## config.mk

```make
export PLATFORM = sky130hd
export DESIGN_NAME = sr_protect
export DESIGN_NICKNAME = d
export VERILOG_FILES = /design/src/rtl/sr_protect.sv
export SDC_FILE = /design/constraint.sdc
export NUM_CORES = 1
export LEC_CHECK = 0
export ABC_AREA = 1
export BUFFER_PORTS_ARGS = -buffer_cell sky130_fd_sc_hd__buf_2
export CAP_MARGIN = 20
export CORE_UTILIZATION = 37
export CTS_CLUSTER_DIAMETER = 50
export DETAILED_ROUTE_END_ITERATION = 8
export PLACE_DENSITY = 0.77
export SLEW_MARGIN = 20
export SYNTH_ARGS = -nofsm -noshare
export SYNTH_HDL_FRONTEND = slang
export SYNTH_SLANG_ARGS = --single-unit
```

## constraint.sdc

```tcl
create_clock -name clk -period 1.33 [get_ports clk]
set_clock_uncertainty 0.15 [all_clocks]
set_input_delay 0.0665 -clock clk [delete_from_list [all_inputs] [get_ports clk]]
set_output_delay 0.0665 -clock clk [all_outputs]
set_load 0.01 [all_outputs]
```

## src/rtl/sr_protect.sv

```systemverilog
module sr_protect #(
  parameter int ADDR_W = 21
) (
  input  logic              clk,
  input  logic              rst_n,
  input  logic              op_valid,
  input  logic [7:0]        op_code,
  input  logic              data_valid,
  input  logic [7:0]        data_byte,
  input  logic              cs_rise,
  input  logic              wp_n,
  input  logic              op_start,
  input  logic              aai_start,
  input  logic              op_done,
  input  logic [ADDR_W-1:0] req_addr,
  input  logic              req_chip,
  output logic [7:0]        status,
  output logic              permit
);
  localparam logic [7:0] OP_ARM = 8'h50;
  localparam logic [7:0] OP_WEN = 8'h06;
  localparam logic [7:0] OP_WDS = 8'h04;
  localparam logic [7:0] OP_SWR = 8'h01;
  localparam int         LEVELS = 5;

  logic       busy, wel, aai, lock;
  logic [3:0] prot;
  logic       armed, pend, got_data;
  logic [7:0] new_byte;

  wire frozen = !wp_n && lock;

  always_ff @(posedge clk or negedge rst_n) begin
    if (!rst_n) begin
      busy     <= 1'b0;
      wel      <= 1'b0;
      aai      <= 1'b0;
      lock     <= 1'b0;
      prot     <= 4'b0111;
      armed    <= 1'b0;
      pend     <= 1'b0;
      got_data <= 1'b0;
      new_byte <= 8'h00;
    end else begin
      if (op_start)  busy <= 1'b1;
      if (aai_start) aai  <= 1'b1;
      if (op_done) begin
        busy <= 1'b0;
        if (!aai) wel <= 1'b0;
      end
      if (op_valid) begin
        armed    <= !busy && (op_code == OP_ARM || op_code == OP_WEN);
        pend     <= !busy && armed && op_code == OP_SWR;
        got_data <= 1'b0;
        if (!busy && op_code == OP_WEN) wel <= 1'b1;
        if (!busy && op_code == OP_WDS) begin
          wel <= 1'b0;
          aai <= 1'b0;
        end
      end
      if (data_valid && pend && !got_data) begin
        new_byte <= data_byte;
        got_data <= 1'b1;
      end
      if (cs_rise) begin
        pend     <= 1'b0;
        got_data <= 1'b0;
        if (pend && got_data && !busy) begin
          wel <= 1'b0;
          if (!frozen) begin
            lock <= new_byte[7];
            prot <= new_byte[5:2];
          end
        end
      end
    end
  end

  assign status = {lock, aai, prot, wel, busy};

  logic [LEVELS:1] top_hit;
  for (genvar k = 1; k <= LEVELS; k++) begin : g_lvl
    assign top_hit[k] = &req_addr[ADDR_W-1 -: (LEVELS + 1 - k)];
  end

  logic in_prot;
  always_comb begin
    case (prot[2:0])
      3'd0:       in_prot = 1'b0;
      3'd6, 3'd7: in_prot = 1'b1;
      default:    in_prot = top_hit[prot[2:0]];
    endcase
  end

  assign permit = req_chip ? (prot == 4'd0) : !in_prot;
endmodule

```

======== Word-level counts from Yosys, hierarchy flattened ========
Cells that the tools add are included.
word-level totals
  register bits ........................... 19
  logic and storage cells ................. 64
  output and inout port bits .............. 9
  input port bits ......................... 47
cells by class
  bitwise logic cells ..................... 1
  magnitude comparators ................... 1
  reduce and logical (&&, ||, !) cells .... 26
  equality and inequality tests ........... 6
  multiplexer cells ....................... 21
operators by type and width
  operator                                                               number
  1-bit 2-to-1 mux                                                       19
  8-bit by 3-bit equality test with 1-bit output, second input constant  2
  1-bit logical AND                                                      10
  8-bit by 1-bit equality test with 1-bit output, second input constant  1
  8-bit by 7-bit equality test with 1-bit output, second input constant  1
  3-bit equality test, second input constant                             2
  3-bit AND reduction                                                    2
  5-bit AND reduction                                                    1
  1-bit logical NOT                                                      4
  4-bit logical NOT                                                      1
  3-bit by 4-bit < comparator with 1-bit output, second input constant   1
  4-bit AND reduction                                                    1
  2-bit nonzero test                                                     2
  1-bit binary-select mux with 3-bit select                              1
  3-bit logical NOT                                                      1
  3-bit nonzero test                                                     1
  1-bit one-hot mux with 2 select lines                                  1
  2-bit AND reduction                                                    1
  2-bit OR reduction                                                     1
  1-bit logical OR                                                       1
  1-bit NOT                                                              1

======== Depth between registers and ports, before layout ========
  depth in word-level cells ............... 7
  depth in mapped cells ................... 7
  gate-level depth less buffers ........... 7

======== Least setup slack after synthesis ========
OpenSTA, ideal clock, no wires.
  path type ............................... reg-to-reg
  start point ............................. register busy
  end point ............................... register prot[3]
  cell stages (with the launch flop) ...... 7
  period minus slack after synthesis ...... 1.240 ns
  arrival time ............................ 0.973 ns
  setup time .............................. 0.118 ns
  required time ........................... 1.062 ns
  setup slack ............................. 0.090 ns
  buffers on the path ..................... 1
  cell sequence ........................... dfrtp_1 -> inv_1 -> nand4_1 -> or2_0 -> buf_6 -> nand2_1 -> o21ai_2
on the way
  cells in the longest elaborated chain, start to end .. 3
ends and longest elaborated chain
  element                        line  RTL
  start, declared                26    logic busy, wel, aai, lock;
  start signal, assigned         35    busy <= 1'b0;
  start signal, assigned         45    if (op_start) busy <= 1'b1;
  start signal, assigned         48    busy <= 1'b0;
  1-bit logical NOT              68    if (pend && got_data && !busy) begin
  1-bit logical AND              68
  3-bit AND reduction (no line)  n/a
  end signal, assigned           72    prot <= new_byte[5:2];
  end, declared                  27    logic [3:0] prot;
Every way passes these cells.
A chain may end at the register's enable or synchronous reset.

======== Worst setup path in the final report ========
  start point ............................. register prot[0]
  end point ............................... output permit
on the way
  cells in the longest elaborated chain, start to end .. 5
  elaborated cells on any way between the ends .. 10
  classes of those cells .................. eq/ne (2); mux (4); reduce/logical (4)
ends and longest elaborated chain
  element                                                                           line    RTL
  1-bit binary-select mux with 3-bit select or 3-bit equality test (tied branches)  91, 88
  1-bit 2-to-1 mux (not written as such) or 2-bit OR reduction (tied branches)      91, 88
  1-bit one-hot mux with 2 select lines                                             88      case (prot[2:0])
  1-bit logical NOT                                                                 95      assign permit = req_chip ? (prot == 4'd0) : !in_prot;
  1-bit 2-to-1 mux *                                                                95
  end, declared                                                                     18      output logic permit
Every way passes the cells marked *; elsewhere a longest branch is shown, timed or not. The select of a mux whose other input is x is not followed.

==> run metrics <==
WL/cell 10.7 um; final setup TNS -0.318 ns; Post-Syn Nets between 150 and 200; hold crit path type primary input to flop; final hold violation count 0; drt total wl 2.17 mm; register area share after synthesis a little under half; Crit-path slowest cell dfstp_2; Req. time, crit path between 1 and 1.5 ns; PD cells between 600 and 700 nW/um^2; Worst-path clk slew roughly 0.1 ns; DR pass1 iterations 4; setup violators final 2; CTS tree built; RSZ-0062 raised after global routing true; first-pass GRT wire length between 3 and 4 mm; Slew @ Worst Pin ~0.37 ns; Tmin final ~1.6 ns; post-layout instance area around 1400 sq um; dpl ws -0.0326 ns; worst-skew pair later-pin latency 0.29 ns; row count 16; Die W around 50 um; # diodes 0; top-level I/O count between 50 and 60; drt drc 0; startpoint types flop; # fillers 177; Crit Reg-Reg Endpoint prot[3]$_DFFE_PN0P_; Layout area overhead 61.3%; crit share post-route 123%; GRT overflow 0; Yosys Warn Count 0; reg2reg path depth 6; Crit. End Element primary output; core area 2060 sq um; CTS Buf Count 3; Sink Count 16; Pwr Total 918 uW; Peak Freq approximately 610 MHz; H-Tree Depth 1; Data arrival, critical path about 1.4 ns; peak supply drop about 0.00062 V; initial antenna violation count 0; GPL Wtd Cong approximately 0.73; max-cap check violation count 0; total track usage a little under a fifth; DP Wirelength around 1.3 mm; Critical R2R Launch busy$_DFFE_PN0P_; Slew HR 75.5%; pin count of the biggest net entering global routing 17; die height 50.0 um; share of cells above drive strength 1 roughly 44%; worst setup margin -0.299 ns; Mapped Area ~850 sq um; Worst Path Max Fanout 5; Root Buffer clkbuf_4; #FFs+latches synth 16; WHS Endpoint new_byte[7]$_DFFE_PN0P_; Syn Area/Cell between 7 and 8 sq um; Final ANT Viol Nets 0; port bufs 36; total die area roughly 2500 sq um; HP Start data_valid; Critical Path Most Common Cell nand2_1; CP cell instances nand2_1 > nand2_1 > nand3_2 > nand2_1 > nand2_1 > nand2_1 > nand2_1 > buf_2; Mapped Cells 113; DP Area about 1100 sq um; reg2reg setup slack -0.02 ns; hold path depth 4; Final nets between 200 and 250; Final Max Tran Viols 0; vias in the first global route 859; Initial Util between 40% and 50%; number of vias per cell about 4.4; failing checks setup timing; Distinct cells, synth 17; Leak Pwr approximately 0.00074 uW; Final Core Density about two thirds; CP peak stage delay 0.57 ns; vias 903; initial drt markers 22; status finished, violations left; worst setup path category flop to primary output; Setup crit start prot[0]$_DFFE_PN1P_; clk buf depth 2
==> critical path, delay by kind of cell, from the launching register on <==
kind	cells	cell delay, ns
flops	1	0.57
buf+inv	1	0.13
simple gates	7	0.43
==> layer usage <==
metal / GRT usage, % / vias to the layer above / share of wire, %
li1: - / 465 / -
met2: 35.1 / 38 / 51
met4: 10.5 / 0 / 3.1
met3: 3.09 / 6 / 4.0
met5: 0 / - / 0
met1: 18.4 / 394 / 42
==> report_power, final <==
group / switching [uW] / internal (uW)
clock network: 156 / 117
logic: 67.7 / 83.5
registers: 2.63 / 491
total: 227 / 691
==> area by class of cell <==
type,count,area [sq um],share of cell area (%)
Sequential cell,16,404,29.4
Clock buffer,4,26.3,1.91
Multi-Input combinational cell,69,377,27.4
Inverter,22,82.6,6.02
Tap cell,27,33.8,2.46
Timing Repair Buffer,65,449,32.7
==> Yosys cell counts <==
master	number	area, sq um
nand2_1	26	97.6
inv_1	22	82.6
nor2_1	16	60.1
dfrtp_1	13	325
a21oi_1	7	35.0
nand3_1	6	30.0
o21ai_2	5	43.8
buf_4	4	30.0
dfstp_2	3	78.8
o21ai_0	3	15.0
nor3_1	2	10.0
buf_2	1	5.00
buf_6	1	11.3
nand3b_1	1	7.51
nand4_1	1	6.26
or2_0	1	6.26
or2_2	1	6.26
==> cell usage in the layout, fill, tap and decap left out <==
cell,count
buf_2,36
inv_1,20
nand2_1,18
dlygate4sd3_1,16
dfrtp_1,13
nor2_1,12
buf_4,10
nand2_2,7
a21oi_1,6
o21ai_2,5
nand3_1,4
o21ai_0,3
clkbuf_4,3
buf_6,3
dfstp_2,3
nand3_2,2
nor3_1,2
inv_2,2
nor2_4,2
nor2_2,2
nand2_4,1
nand4_1,1
or2_2,1
a21oi_2,1
nand3b_1,1
or2_1,1
clkbuf_1,1
==> what timing repair did <==
action                                 in CTS  in global routing
setup endpoints to repair                   3                 10
hold buffers                               16                  0
buffers inserted                            5                  2
endpoints found under the hold margin      26                  0
pin swaps                                   1                  5
gates resized for setup                     5                 19
==> worst max path at each step <==
stage | to | slack (ns) | cells after the start
global placement | prot[3]$_DFFE_PN0P_ | -0.02 | 6
global route | permit | -0.42 | 8
CTS | permit | -0.27 | 8
detailed placement | prot[3]$_DFFE_PN0P_ | -0.03 | 6
floorplan | prot[3]$_DFFE_PN0P_ | 0.09 | 6
finish | permit | -0.30 | 8
==> per-stage QoR <==
| stage | hold WS, ns | std cells |
|---|---|---|
| floorplan | -0.379 | 113 |
| global placement | -0.162 | 177 |
| global route | 0.0465 | 203 |
| detailed placement | -0.154 | 177 |
| finish | 0.0186 | 203 |
| CTS | 0.00190 | 202 |
==> cell families after synthesis <==
family                 share of synthesized area [%]
buffers and inverters                           15.1
and+or+nand+nor                                 26.3
AOI/OAI and AO/OA                               11.0
DFF                                             47.5
==> state kept, by name, indices dropped and copies added, names as in the netlist <==
name and cells:
wel 1, lock 1, new_byte 5, busy 1, armed 1, got_data 1, pend 1, prot 4
aai 1
Note: power is estimated with default switching activity, not from simulation.
